===== src/rtl/cnt_irq_pkg.sv =====
package cnt_irq_pkg;

  localparam int DW = 32;

  typedef enum logic [1:0] {
    SZ_BYTE  = 2'b00,
    SZ_HALF  = 2'b01,
    SZ_WORD  = 2'b10,
    SZ_WORDX = 2'b11
  } size_e;

  typedef enum logic [2:0] {
    ST_IDLE, ST_OPRD, ST_OPWT, ST_DRD, ST_DWT, ST_WR, ST_DONE
  } svc_st_e;

  // bit offset of the operand lane inside the word
  function automatic logic [4:0] f_shift(input size_e sz, input logic [1:0] a);
    case (sz)
      SZ_BYTE: f_shift = {a, 3'b000};
      SZ_HALF: f_shift = {a[1], 4'b0000};
      default: f_shift = 5'd0;
    endcase
  endfunction

  function automatic logic [DW-1:0] f_mask(input size_e sz);
    case (sz)
      SZ_BYTE: f_mask = 32'h0000_00FF;
      SZ_HALF: f_mask = 32'h0000_FFFF;
      default: f_mask = 32'hFFFF_FFFF;
    endcase
  endfunction

  function automatic logic [3:0] f_be(input size_e sz, input logic [1:0] a);
    case (sz)
      SZ_BYTE: f_be = 4'b0001 << a;
      SZ_HALF: f_be = a[1] ? 4'b1100 : 4'b0011;
      default: f_be = 4'b1111;
    endcase
  endfunction

endpackage


===== src/rtl/cnt_irq_arb.sv =====
module cnt_irq_arb #(
  parameter int NLVL = 8,
  localparam int LW = (NLVL > 1) ? $clog2(NLVL) : 1
) (
  input  logic            clk,
  input  logic            rst_n,
  input  logic [NLVL-1:0] req_i,
  input  logic            take_i,
  output logic [NLVL-1:0] pend_o,
  output logic [NLVL-1:0] grant_o,
  output logic [LW-1:0]   gidx_o,
  output logic            any_o
);
  logic [NLVL-1:0] pend_q;

  always_comb begin
    logic found;
    found   = 1'b0;
    grant_o = '0;
    gidx_o  = '0;
    for (int i = 0; i < NLVL; i++) begin
      if (pend_q[i] && !found) begin
        found      = 1'b1;
        grant_o[i] = 1'b1;
        gidx_o     = LW'(i);
      end
    end
  end

  assign any_o  = |pend_q;
  assign pend_o = pend_q;

  // new requests win over the clear so a re-request is never lost
  always_ff @(posedge clk or negedge rst_n)
    if (!rst_n) pend_q <= '0;
    else        pend_q <= (pend_q & ~(take_i ? grant_o : '0)) | req_i;


  grant_lowest_chk: assert property (@(posedge clk) disable iff (!rst_n)
    $onehot0(grant_o) && ((grant_o & ~pend_q) == '0));

  pend_kept_chk: assert property (@(posedge clk) disable iff (!rst_n)
    (|(req_i & pend_q)) |=> (|(pend_q & $past(req_i))));
endmodule


===== src/rtl/cnt_irq_addr.sv =====
module cnt_irq_addr #(
  parameter int          NLVL     = 8,
  parameter int          AW       = 16,
  parameter logic [15:0] LOC_BASE = 16'h0040,
  parameter int          MAP_LVL  = 4,
  parameter logic [15:0] MAP_OFS  = 16'h0100,
  localparam int LW  = (NLVL > 1) ? $clog2(NLVL) : 1,
  localparam int WAW = AW - 2
) (
  input  logic [LW-1:0]  lvl_i,
  input  logic [AW-1:0]  ea_i,
  input  logic           map_en_i,
  output logic [WAW-1:0] loc_waddr_o,
  output logic [WAW-1:0] opd_waddr_o,
  output logic           mapped_o
);
  localparam logic [AW-1:0] BASE_B = AW'(LOC_BASE);
  localparam logic [AW-1:0] OFS_B  = AW'(MAP_OFS);

  logic [AW-1:0] opd_b;

  assign loc_waddr_o = BASE_B[AW-1:2] + WAW'(lvl_i);
  assign mapped_o    = map_en_i && (lvl_i == LW'(MAP_LVL));
  assign opd_b       = mapped_o ? (ea_i + OFS_B) : ea_i;
  assign opd_waddr_o = opd_b[AW-1:2];
endmodule


===== src/rtl/cnt_irq_alu.sv =====
module cnt_irq_alu
  import cnt_irq_pkg::*;
#(
  parameter int MOD_W = 8
) (
  input  size_e          size_i,
  input  logic [1:0]     alo_i,
  input  logic [MOD_W-1:0] mod_i,
  input  logic [DW-1:0]  rdata_i,
  output logic [DW-1:0]  wdata_o,
  output logic [3:0]     be_o,
  output logic           zero_o
);
  logic [4:0]    sh;
  logic [DW-1:0] lane, mask, sext, sum;

  assign sh      = f_shift(size_i, alo_i);
  assign mask    = f_mask(size_i);
  assign sext    = {{(DW-MOD_W){mod_i[MOD_W-1]}}, mod_i};
  assign lane    = (rdata_i >> sh) & mask;
  assign sum     = (lane + sext) & mask;
  assign wdata_o = sum << sh;
  assign be_o    = f_be(size_i, alo_i);
  assign zero_o  = (sum == '0);


  lane_be_chk: assert final ((size_i != SZ_BYTE) || ($countones(be_o) == 1));
endmodule


===== src/rtl/cnt_irq_unit.sv =====
module cnt_irq_unit
  import cnt_irq_pkg::*;
#(
  parameter int          NLVL     = 8,
  parameter int          AW       = 16,
  parameter int          MOD_W    = 8,
  parameter logic [15:0] LOC_BASE = 16'h0040,
  parameter int          MAP_LVL  = 4,
  parameter logic [15:0] MAP_OFS  = 16'h0100,
  parameter logic [7:0]  CP_MASK  = 8'hF0,
  localparam int LW  = (NLVL > 1) ? $clog2(NLVL) : 1,
  localparam int WAW = AW - 2
) (
  input  logic            clk,
  input  logic            rst_n,
  input  logic [NLVL-1:0] lvl_req,
  input  logic            map_en,
  output logic            prog_hold,
  output logic [LW-1:0]   act_lvl,
  output logic [NLVL-1:0] clr_arm,
  output logic            zero_evt,
  output logic [LW-1:0]   zero_lvl,
  output logic            mem_rd,
  output logic            mem_wr,
  output logic [WAW-1:0]  mem_addr,
  output logic [DW-1:0]   mem_wdata,
  output logic [3:0]      mem_be,
  input  logic [DW-1:0]   mem_rdata
);
  localparam int MOD_LO = AW;
  localparam int MOD_HI = AW + MOD_W - 1;

  svc_st_e        st;
  logic [LW-1:0]  lvl_q;
  logic [DW-1:0]  op_q, wdata_q;
  logic [3:0]     be_q;
  logic           zero_q;
  logic [WAW-1:0] waddr_q;

  // named internal events
  logic            take;
  logic [NLVL-1:0] pend, grant;
  logic [LW-1:0]   gidx;
  logic            any_pend;
  logic [WAW-1:0]  loc_waddr, opd_waddr;
  logic            mapped;
  size_e           op_size;
  logic [DW-1:0]   alu_wdata;
  logic [3:0]      alu_be;
  logic            alu_zero;
  logic            cp_lvl;

  assign op_size = size_e'(op_q[31:30]);
  assign take    = (st == ST_IDLE) && any_pend;
  assign cp_lvl  = CP_MASK[lvl_q];

  cnt_irq_arb #(.NLVL(NLVL)) u_arb (
    .clk(clk), .rst_n(rst_n), .req_i(lvl_req), .take_i(take),
    .pend_o(pend), .grant_o(grant), .gidx_o(gidx), .any_o(any_pend)
  );

  cnt_irq_addr #(
    .NLVL(NLVL), .AW(AW), .LOC_BASE(LOC_BASE), .MAP_LVL(MAP_LVL), .MAP_OFS(MAP_OFS)
  ) u_addr (
    .lvl_i(lvl_q), .ea_i(op_q[AW-1:0]), .map_en_i(map_en),
    .loc_waddr_o(loc_waddr), .opd_waddr_o(opd_waddr), .mapped_o(mapped)
  );

  cnt_irq_alu #(.MOD_W(MOD_W)) u_alu (
    .size_i(op_size), .alo_i(op_q[1:0]), .mod_i(op_q[MOD_HI:MOD_LO]),
    .rdata_i(mem_rdata), .wdata_o(alu_wdata), .be_o(alu_be), .zero_o(alu_zero)
  );

  always_ff @(posedge clk or negedge rst_n) begin
    if (!rst_n) begin
      st      <= ST_IDLE;
      lvl_q   <= '0;
      op_q    <= '0;
      wdata_q <= '0;
      be_q    <= '0;
      zero_q  <= 1'b0;
      waddr_q <= '0;
    end else begin
      case (st)
        ST_IDLE: if (any_pend) begin
          lvl_q <= gidx;
          st    <= ST_OPRD;
        end
        ST_OPRD: st <= ST_OPWT;
        ST_OPWT: begin
          op_q <= mem_rdata;
          st   <= ST_DRD;
        end
        ST_DRD: begin
          waddr_q <= opd_waddr;
          st      <= ST_DWT;
        end
        ST_DWT: begin
          wdata_q <= alu_wdata;
          be_q    <= alu_be;
          zero_q  <= alu_zero;
          st      <= ST_WR;
        end
        ST_WR:   st <= ST_DONE;
        default: st <= ST_IDLE;
      endcase
    end
  end

  always_comb begin
    mem_rd   = 1'b0;
    mem_wr   = 1'b0;
    mem_addr = '0;
    case (st)
      ST_OPRD: begin mem_rd = 1'b1; mem_addr = loc_waddr; end
      ST_DRD:  begin mem_rd = 1'b1; mem_addr = opd_waddr; end
      ST_WR:   begin mem_wr = 1'b1; mem_addr = waddr_q;   end
      default: ;
    endcase
  end

  assign mem_wdata = wdata_q;
  assign mem_be    = mem_wr ? be_q : 4'b0000;
  assign prog_hold = (st != ST_IDLE);
  assign act_lvl   = lvl_q;
  assign clr_arm   = (st == ST_DONE) ? (NLVL'(1) << lvl_q) : '0;
  assign zero_evt  = (st == ST_DONE) && zero_q && cp_lvl;
  assign zero_lvl  = lvl_q;


  rd_wr_excl_chk: assert property (@(posedge clk) disable iff (!rst_n)
    !(mem_rd && mem_wr));

  clr_after_wr_chk: assert property (@(posedge clk) disable iff (!rst_n)
    (|clr_arm) |-> ($onehot(clr_arm) && $past(mem_wr)));

  hold_release_chk: assert property (@(posedge clk) disable iff (!rst_n)
    $fell(prog_hold) |-> $past(|clr_arm));

  zero_pulse_chk: assert property (@(posedge clk) disable iff (!rst_n)
    zero_evt |-> ($past(mem_wr) && (|clr_arm)));

  byte_lane_chk: assert property (@(posedge clk) disable iff (!rst_n)
    (mem_wr && op_size == SZ_BYTE) |-> ($countones(mem_be) == 1));
endmodule


===== config.mk =====
export PLATFORM = sky130hd
export DESIGN_NAME = cnt_irq_unit
export DESIGN_NICKNAME = d
export VERILOG_FILES = /design/src/rtl/cnt_irq_pkg.sv /design/src/rtl/cnt_irq_arb.sv /design/src/rtl/cnt_irq_addr.sv /design/src/rtl/cnt_irq_alu.sv /design/src/rtl/cnt_irq_unit.sv
export SDC_FILE = /design/constraint.sdc
export NUM_CORES = 1
export LEC_CHECK = 0
export ABC_CLOCK_PERIOD_IN_PS = 7000
export BUFFER_PORTS_ARGS = -buffer_cell sky130_fd_sc_hd__buf_2
export CAP_MARGIN = 20
export CORE_UTILIZATION = 55
export CTS_CLUSTER_SIZE = 30
export DETAILED_ROUTE_END_ITERATION = 10
export PLACE_DENSITY = 0.85
export SLEW_MARGIN = 10
export SYNTH_ARGS = -nofsm -noshare
export SYNTH_HDL_FRONTEND = slang
export SYNTH_SLANG_ARGS = --single-unit

===== constraint.sdc =====
create_clock -name clk -period 7 [get_ports clk]
set_input_delay 1.4 -clock clk [delete_from_list [all_inputs] [get_ports clk]]
set_output_delay 1.4 -clock clk [all_outputs]
set_load 0.05 [all_outputs]

==> impl_metrics.env, run 1 <==
export IMPL_antenna_cells=0
export IMPL_timing_reg2reg_setup_slack_ns=1.87
export IMPL_drive_above_1_share_pct=21.78
export IMPL_end_kind="flip-flop"
export IMPL_drc=0
export IMPL_syn_inst=723
export IMPL_relSlewSlack_pct=30.10
export IMPL_outcome="finished clean"
export IMPL_routed_wl_mm=19.54
export IMPL_dpl_instance_area_um2=7015
export IMPL_grt_overflow_total=0
export IMPL_clock_latency_ns=0.35
export IMPL_final_area_um2=7325
export IMPL_powerDensity_nw_per_um2=228.5
export IMPL_grt_pass1_vias=5835
export IMPL_max_freq_mhz=195.0
export IMPL_synthToLayoutAreaGrowth_pct=14.99
export IMPL_routedWlPerCell_um=20.31
export IMPL_viasPerCell=6.407
export IMPL_final_common_cell="buf_2"
export IMPL_hold_class="flip-flop to flip-flop"
export IMPL_grt_setup_unrepaired="false"
export IMPL_grt_use_met2_pct=54.49
export IMPL_syn_nets=799
export IMPL_synth_top_family_by_area="compound AO/OA/AOI/OAI gates"
export IMPL_synth_compound_area_share_pct=22.37
export IMPL_hp_start="waddr_q[12]"
export IMPL_final_cell_mix="109 x buf_2, 106 x nand2_1, 91 x dfrtp_1, 59 x nor2_1, 53 x a21oi_1"
export IMPL_cts_buffers=9
export IMPL_holdPathStages=1
export IMPL_tritoncts="built"
export IMPL_crit_path_cell_trace="nor2_1, buf_4, and2_1, mux4_2, ha_1, o211ai_2, o21ai_2, a22oi_2, a2bb2oi_1, a311oi_2, xnor2_1, or4_1, o41ai_1, a32o_2"
export IMPL_clk_path_buf_depth=2
export IMPL_async_reset_ff_share_pct=100.0
export IMPL_ctsRootBufferMaster="clkbuf_16"
export IMPL_finClkSkew_ns=0.006661
export IMPL_drt_iter0_markers=535
export IMPL_num_vias=6164
export IMPL_path_class="flip-flop to flip-flop"
export IMPL_track_usage_pct=33.65
export IMPL_ir_worst_vdd_uv=226.7
export IMPL_post_cts_buffers=0
export IMPL_ys_ff_latch=91
export IMPL_met3_usage_pct=6.817
export IMPL_leakage_nw=3.458
export IMPL_fin_tns_setup_ns=0
export IMPL_finalCritPeriodShare_pct=73.26
export IMPL_rows=38
export IMPL_hold_viol=0
export IMPL_cts_max_level=3
export IMPL_crit_required_ns=7.29
export IMPL_die_area_um2=12020
export IMPL_synthAdderAreaFrac_pct=6.600
export IMPL_regToRegEndpoint="zero_q"
export IMPL_slew_viol_final=0
export IMPL_setup_viol=0
export IMPL_synth_simple_area_share_pct=19.56
export IMPL_ios=111
export IMPL_antenna_found_initial=0
export IMPL_cts_resized=0
export IMPL_critical_path_max_fanout=17
export IMPL_dr_pass1_iters=5
export IMPL_cp_arrival_ns=5.42
export IMPL_syn_area_per_cell_um2=8.810
export IMPL_ant_nets=0
export IMPL_nets=893
export IMPL_grt_pass1_wl_mm=30.42
export IMPL_syn_cell_area_um2=6370
export IMPL_synth_edf_count=0
export IMPL_reg2reg_from="op_q[30]"
export IMPL_die_w_um=109.6
export IMPL_crit_slowest_cell="and2_1"
export IMPL_synth_mux_area_share_pct=8.171
export IMPL_holdPathEnd="waddr_q[12]"
export IMPL_synth_seq_area_share_pct=35.75
export IMPL_hpwl_mm=15.20
export IMPL_globalplace_congestion=0.9592
export IMPL_io_buffers=110
export IMPL_core_area_um2=11080
export IMPL_synth_xor_area_share_pct=4.400
export IMPL_synth_flop_cell="dfrtp_1"
export IMPL_finalCriticalPeriod_ns=5.128
export IMPL_start_kind="flip-flop"
export IMPL_max_stage_delay_ns=0.69
export IMPL_maxCapViolations=0
export IMPL_busiest_layer="met2"
export IMPL_cts_sinks=91
export IMPL_fp_dieH_um=109.6
export IMPL_tightest_slew_ns=1.049
export IMPL_use_met1_pct=43.05
export IMPL_initial_utilization_pct=57.50
export IMPL_grt_max_degree=69
export IMPL_yosysWarnings=0
export IMPL_hold_buffers=0
export IMPL_path_clk_slew_ns=0.07
export IMPL_synth_cell_type_count=66
export IMPL_r2r_cells=14
sequential cells by signal, summed over array words and instances (netlist names):
signal / flops
st: 3
op_q: 26
be_q: 4
act_lvl: 3
waddr_q: 14
u_arb.pend_o: 8
zero_q: 1
mem_wdata: 32
critical path: cells and delay by family, from the launching register on:
kind,cells,cell delay [ns]
multiplexers,1,0.60
AND/OR/NAND/NOR,3,1.34
AO/OA/AOI/OAI,7,1.79
buffers and inverters,1,0.25
flip-flops,1,0.40
XOR/XNOR,1,0.25
adder cells (fa/ha/maj),1,0.42
metrics by stage:
step | hold WS [ns] | setup WS [ns] | util, % | std cells | total power [mW]
floorplan | 0.4408 | 2.278 | - | 723 | 0.9983
global placement | 0.4508 | 1.973 | 63.33 | 946 | 1.157
detailed placement | 0.4673 | 1.864 | 63.33 | 946 | 1.164
CTS | 0.4822 | 1.950 | 66.12 | 962 | 1.672
global route | 0.4991 | 1.602 | 66.12 | 962 | 1.738
finish | 0.4829 | 1.872 | 66.12 | 962 | 1.674
cell usage after synthesis, types with 3 or more instances:
cell	number	area (µm²)
mux4_2	8	180.2
buf_4	4	30.03
or3_1	4	25.02
nand3_1	9	45.04
o41ai_1	3	26.28
a211oi_1	9	67.56
a2111oi_0	3	26.28
nor4_1	3	18.77
nand2b_1	12	75.07
inv_1	14	52.55
a31oi_1	9	56.30
clkbuf_1	28	105.1
o31ai_1	6	45.04
ha_1	32	400.4
mux2_2	24	270.3
nand2_1	106	397.9
nand4_1	8	50.05
o211ai_1	4	30.03
nor2_1	59	221.5
and3_1	8	50.05
a21oi_1	53	265.3
and2_1	24	150.1
o21ai_1	3	15.01
mux2i_1	7	70.07
nor3_1	16	80.08
o21a_1	4	30.03
xnor2_1	17	148.9
o221ai_1	4	35.03
o21ai_0	42	210.2
xor2_1	15	131.4
nor2b_1	5	31.28
a22o_1	11	96.34
dfrtp_1	91	2277
a21o_1	30	225.2
a221oi_1	6	52.55
power breakdown:
| part | total [mW] | leakage, nW | internal [mW] | switching, mW |
|---|---|---|---|---|
| sequential | 0.609 | 1.08 | 0.575 | 0.0336 |
| combinational | 0.556 | 2.24 | 0.170 | 0.386 |
| clock | 0.509 | 0.142 | 0.289 | 0.220 |
| total | 1.67 | 3.46 | 1.03 | 0.639 |
cell families after synthesis:
logic type	count (synthesis)
AOI/OAI and AO/OA	212
and+or+nand+nor	267
DFF	91
muxes	39
xor gates and xnor gates	32
adders and majority gates	33
buffers and inverters	49
worst max path at each step:
stage | cells past startpoint | slack, ns | from | to
finish | 14 | 1.87 | op_q[30] | zero_q
global route | 14 | 1.60 | op_q[30] | zero_q
CTS | 14 | 1.95 | op_q[31] | zero_q
detailed placement | 13 | 1.86 | mem_rdata[24] | zero_q
global placement | 13 | 1.97 | mem_rdata[0] | zero_q
floorplan | 12 | 2.28 | mem_rdata[0] | zero_q
layer usage:
| metal | part of all wire, % | up-vias |
|---|---|---|
| li1 | - | 2827 |
| met1 | 42 | 2984 |
| met2 | 47 | 295 |
| met3 | 6.8 | 58 |
| met4 | 4.1 | 0 |
| met5 | 0 | - |
cell type report:
| cell class | instances | area, µm² |
|---|---|---|
| Multi-Input combinational cell | 583 | 3897 |
| Inverter | 14 | 52.55 |
| Clock inverter | 6 | 70.07 |
| Tap cell | 140 | 175.2 |
| Timing Repair Buffer | 118 | 613.1 |
| Sequential cell | 91 | 2277 |
| Fill cell | 900 | 3754 |
| Clock buffer | 10 | 239.0 |
No activity file was read; power rests on OpenSTA's default activity.
==> inputs of run 2 (changes only) <==
Settings changed: ABC_CLOCK_PERIOD_IN_PS 7000 to 4500, CORE_UTILIZATION 55 to 52, PLACE_DENSITY 0.85 to 0.84.
Clock period 7 ns to 4.5 ns, I/O delays scaled along.
==> run 2 against run 1 <==
Against the previous run:
- critical endpoint unchanged
- first-iteration DRC count rose by 43%
- worst setup slack got worse by 1.7 ns
- count of clock-buffer cells in the layout did not move
==> impl_metrics.env, run 2 (synthesis results as in run 1) <==
export IMPL_cts_sinks=91
export IMPL_nFillCells=1007
export IMPL_maxCapViolations=0
export IMPL_grt_pass1_vias=5590
export IMPL_io_buffers=110
export IMPL_relSlewSlack_pct=38.11
export IMPL_die_w_um=112.7
export IMPL_multi_input_area_um2=3910
export IMPL_antenna_cells=0
export IMPL_powerDensity_nw_per_um2=337.7
export IMPL_core_area_um2=11960
export IMPL_ctsRootBufferMaster="clkbuf_16"
export IMPL_start_kind="flip-flop"
export IMPL_final_common_cell="buf_2"
export IMPL_critical_path_max_fanout=5
export IMPL_globalplace_congestion=1.067
export IMPL_grt_overflow_total=0
export IMPL_hpwl_mm=14.77
export IMPL_slew_viol_final=0
export IMPL_crit_buf_inv=2
export IMPL_rows=40
export IMPL_fin_ws_ns=0.1692
export IMPL_largest_register_ffs=32
export IMPL_crit_family="compound AO/OA/AOI/OAI gates"
export IMPL_fp_dieH_um=112.7
export IMPL_dr_pass1_iters=7
export IMPL_max_stage_delay_ns=0.54
export IMPL_tritoncts="built"
export IMPL_finalCritPeriodShare_pct=96.24
export IMPL_viasPerCell=6.213
export IMPL_finalCriticalPeriod_ns=4.331
export IMPL_cts_max_level=3
export IMPL_post_cts_buffers=0
export IMPL_crit_required_ns=4.79
export IMPL_drc=0
export IMPL_end_kind="flip-flop"
export IMPL_dp_cells=981
export IMPL_die_area_um2=12700
export IMPL_drt_iter0_markers=766
export IMPL_hold_class="flip-flop to flip-flop"
export IMPL_leakage_nw=3.579
export IMPL_grt_pass1_wl_mm=29.73
export IMPL_initial_utilization_pct=53.25
export IMPL_crit_path_cell_trace="buf_4, nand2_1, buf_4, mux4_2, ha_1, nand2_1, nor3_1, a22oi_2, a2bb2oi_1, a311oi_2, xnor2_1, or4_1, o41ai_1, a32o_2"
export IMPL_cts_buffers=9
export IMPL_hold_viol=0
export IMPL_ios=111
export IMPL_num_vias=6194
export IMPL_outcome="finished clean"
export IMPL_utilization_pct=62.86
export IMPL_path_clk_slew_ns=0.07
export IMPL_path_class="flip-flop to flip-flop"
export IMPL_cp_arrival_ns=4.62
export IMPL_routedWlPerCell_um=19.14
export IMPL_fin_cells=997
export IMPL_antenna_found_initial=0
export IMPL_nets=921
export IMPL_finClkSkew_ns=0.007209
export IMPL_routed_wl_mm=19.08
export IMPL_grt_max_degree=74
export IMPL_track_usage_pct=30.78
export IMPL_fin_tns_setup_ns=0
export IMPL_max_freq_mhz=230.9
export IMPL_register_area_um2=2278
export IMPL_clk_path_buf_depth=2
export IMPL_drive_above_1_share_pct=24.71
export IMPL_clock_latency_ns=0.35
export IMPL_ir_worst_vdd_uv=240.5
export IMPL_dpl_worst_slack_ns=-0.006880
export IMPL_synthToLayoutAreaGrowth_pct=18.03
export IMPL_setup_viol=0
export IMPL_tightest_slew_ns=0.9284
export IMPL_ant_nets=0
export IMPL_final_cell_mix="109 x buf_2, 106 x nand2_1, 90 x dfrtp_1, 59 x nor2_1, 53 x a21oi_1"
export IMPL_crit_slowest_cell="or4_1"
## run 2: final timing paths
check	startpoint	end	slack, ns	cells past startpoint
max	op_q[0]	zero_q	0.17	14
min	mem_wdata[28]	mem_wdata[28]	0.47	2
max reg2reg	op_q[0]	zero_q	0.17	14
min reg2reg	mem_wdata[28]	mem_wdata[28]	0.47	2
max in group asynchronous	rst_n	op_q[0]	3.02	2
min in group asynchronous	rst_n	mem_wdata[20]	0.68	1
## run 2: layout make-up
class	count	share of cell area, %
clock buffers	10	3.045
inverters	14	0.6990
multi-input cells	583	52.01
well taps	147	2.446
flip-flops and latches	91	30.30
repair buffers	146	10.95
clock inverters	6	0.5492
## run 2: what timing repair did
item / CTS / global route
endpoints found under the setup margin: 0 / 2
gates resized for setup: 0 / 5
hold buffers: 0 / 0
endpoints found under the hold margin: 0 / 0
## run 2: stage by stage
stage          hold slack (ns)  power (mW)  cell area, µm²
2_1_floorplan           0.4408       1.553            6370
5_1_grt                 0.4960       2.648            7518
3_3_place_gp            0.4468       1.836            7234
3_5_place_dp            0.4585       1.843            7234
6_report                0.4693       2.539            7518
4_1_cts                 0.4719       2.537            7505
## run 2: routing by layer
metal / GRT usage, % / vias up / wire length (µm)
met5: 0 / - / 0
met3: 6.749 / 71 / 1653
met1: 41.37 / 2903 / 8078
li1: - / 2880 / -
met4: 14.31 / 0 / 823
met2: 47.45 / 340 / 8529
## run 2: power breakdown
part           internal [mW]  switching (mW)  leakage (nW)
Sequential             0.895          0.0521          1.08
Clock                  0.374           0.316         0.125
Combinational          0.301           0.602          2.38
## run 2: worst min-delay path: stages (launching register included)
cell and delay, ns:
dfrtp_1 0.34, nand2_1 0.05, nand2_1 0.05
==> inputs of run 3 (changes only) <==
Settings changed: ABC_AREA from default to 1, CORE_UTILIZATION 52 to 53.
==> run 3 against run 2 <==
Against the previous run:
- worst setup slack better by 0.57 ns
- critical endpoint is now mem_wdata[28]
- area after synthesis rose by 14%
- sequential power shrank 1%
- fmax is 15% higher
- wire length rose by 16%
- sequential cell count unchanged
- clock skew down 0.00056 ns
- first-iteration DRC count up 14%
==> impl_metrics.env, run 3 <==
export IMPL_outcome="finished clean"
export IMPL_register_area_um2=2277
export IMPL_hpwl_mm=17.48
export IMPL_setup_viol=0
export IMPL_final_common_cell="nand2_1"
export IMPL_routed_wl_mm=22.08
export IMPL_finalCritPeriodShare_pct=83.53
export IMPL_slew_viol_final=0
export IMPL_die_area_um2=14170
export IMPL_crit_slowest_cell="dfrtp_1"
export IMPL_post_cts_buffers=0
export IMPL_syn_nets=1235
export IMPL_antenna_found_initial=0
export IMPL_drive_above_1_share_pct=13.05
export IMPL_largest_register_ffs=32
export IMPL_synthToLayoutAreaGrowth_pct=13.10
export IMPL_initial_utilization_pct=54.61
export IMPL_fin_cells=1433
export IMPL_yosysWarnings=0
export IMPL_routedWlPerCell_um=15.41
export IMPL_core_area_um2=13300
export IMPL_finClkSkew_ns=0.006649
export IMPL_grt_max_degree=65
export IMPL_tritoncts="built"
export IMPL_maxCapViolations=0
export IMPL_synth_top_area_share_pct=31.36
export IMPL_hold_class="flip-flop to flip-flop"
export IMPL_r2r_cells=18
export IMPL_ctsRootBufferMaster="clkbuf_16"
export IMPL_seqPwrFrac_pct=36.1
export IMPL_power_internal_mw=1.540
export IMPL_comb_power_share_pct=36.6
export IMPL_power_frac_clock_pct=27.3
export IMPL_relSlewSlack_pct=36.93
export IMPL_timing_critical_path_mode_cell="nand2_1"
export IMPL_globalplace_congestion=1.042
export IMPL_grt_overflow_total=0
export IMPL_drc=0
export IMPL_drt_iter0_markers=871
export IMPL_ir_worst_vdd_uv=200.1
export IMPL_syn_area_per_cell_um2=6.265
export IMPL_clk_path_buf_depth=2
export IMPL_fin_ws_ns=0.7413
export IMPL_ant_nets=0
export IMPL_path_class="flip-flop to flip-flop"
export IMPL_syn_cell_area_um2=7261
export IMPL_hold_buffers=0
export IMPL_clock_latency_ns=0.35
export IMPL_final_area_um2=8212
export IMPL_tightest_slew_ns=0.9450
export IMPL_synth_top_cells_by_area="dfrtp_1 31%, nand2_1 18%, inv_1 12%"
export IMPL_max_stage_delay_ns=0.36
export IMPL_ios=111
export IMPL_multi_input_area_um2=3979
export IMPL_end_kind="flip-flop"
export IMPL_synth_seq_area_share_pct=31.36
export IMPL_fin_tns_setup_ns=0
export IMPL_nets=1329
export IMPL_synth_cell_type_count=35
export IMPL_leakage_nw=4.791
export IMPL_antenna_cells=0
export IMPL_hold_viol=0
export IMPL_synth_edf_count=0
export IMPL_synth_flop_cell="dfrtp_1"
export IMPL_grt_pass1_wl_mm=36.16
export IMPL_cts_buffers=9
export IMPL_grt_pass1_vias=7075
export IMPL_utilization_pct=61.76
export IMPL_syn_inst=1159
export IMPL_synth_commonest_cells="345 x nand2_1, 225 x inv_1, 112 x nor2_1, 91 x dfrtp_1, 91 x o21ai_0"
export IMPL_critical_path_max_fanout=25
export IMPL_dr_pass1_iters=6
export IMPL_dpl_instance_area_um2=7943
export IMPL_cts_resized=0
export IMPL_yosys_cell_count_top_type="nand2_1"
export IMPL_start_kind="flip-flop"
export IMPL_async_reset_ff_share_pct=100.0
export IMPL_ys_ff_latch=91
export IMPL_crit_required_ns=4.73
export IMPL_swShare_pct=40.60
export IMPL_rows=42
export IMPL_path_clk_slew_ns=0.06
export IMPL_grt_setup_unrepaired="false"
export IMPL_nFillCells=1217
export IMPL_crit_path_cell_trace="buf_4, inv_2, nand2_1, buf_4, o211ai_1, o211ai_1, inv_1, ha_1, nand2_1, nor2_1, nand3_1, nand2_1, nand2_1, nand3_1, o21ai_0, nand2_1, nand2_1, o22a_1"
export IMPL_finalCriticalPeriod_ns=3.759
export IMPL_num_vias=7782
export IMPL_cts_sinks=91
export IMPL_max_freq_mhz=266.1
export IMPL_finalPower_mw=2.593
export IMPL_whs_ns=0.4882
export IMPL_final_cell_mix="345 x nand2_1, 225 x inv_1, 112 x nor2_1, 109 x buf_2"
export IMPL_synth_top_area_cell="dfrtp_1"
export IMPL_powerDensity_nw_per_um2=315.8
export IMPL_dp_cells=1418
export IMPL_track_usage_pct=32.62
export IMPL_holdPathStages=2
export IMPL_switchingPower_mw=1.053
export IMPL_io_buffers=110
export IMPL_fp_dieH_um=119.0
export IMPL_die_w_um=119.0
export IMPL_viasPerCell=5.431
export IMPL_dpl_worst_slack_ns=0.9229
export IMPL_cts_max_level=3
export IMPL_cp_arrival_ns=3.99
## run 3: final timing paths
check | slack (ns) | end | start
max | 0.74 | mem_wdata[28] | op_q[31]
min | 0.49 | mem_wdata[4] | mem_wdata[4]
max reg2reg | 0.74 | mem_wdata[28] | op_q[31]
min reg2reg | 0.49 | mem_wdata[4] | mem_wdata[4]
max in group asynchronous | 3.01 | mem_wdata[8] | rst_n
min in group asynchronous | 0.61 | waddr_q[1] | rst_n
## run 3: power groups by stage
stage,combinational (mW),clock [mW],sequential (mW)
floorplan,0.482,0,1.12
global placement,0.927,0,0.945
detailed placement,0.931,0,0.948
CTS,0.935,0.710,0.934
global route,1.04,0.741,0.941
finish,0.949,0.709,0.936
## run 3: worst max-delay path: cells and delay by family, from the launching register on
family                     cells  cell delay, ns
and+or+nand+nor                9            1.40
DFF                            1            0.36
AOI/OAI and AO/OA              4            0.65
adders and majority gates      1            0.36
buffers and inverters          4            0.89
## run 3: logic make-up (layout without fill, tap and decap cells)
group / Yosys count / after routing / share of synthesized area, %
XOR/XNOR: 2 / 2 / 0.2413
multiplexers: 2 / 2 / 0.3102
AO/OA/AOI/OAI: 191 / 191 / 15.16
adder cells (fa/ha/maj): 33 / 33 / 5.790
AND/OR/NAND/NOR: 578 / 578 / 33.22
flip-flops: 91 / 91 / 31.36
buffers and inverters: 262 / 360 / 13.91
## run 3: layout make-up
type,instances,share of cell area (%)
Timing Repair Buffer,115,7.344
Multi-Input combinational cell,806,48.45
Clock buffer,11,2.956
Inverter,230,10.51
Sequential cell,91,27.73
Tap cell,176,2.682
Clock inverter,4,0.3200
## run 3: routing by layer
layer,vias up,global-route usage [%],part of all wire [%],routed length [µm]
met3,36,4.885,8.5,1867
met2,357,51.42,45,9979
li1,3843,-,-,-
met4,0,11.55,2.6,575
met1,3546,45.39,44,9662
met5,-,0,0,0
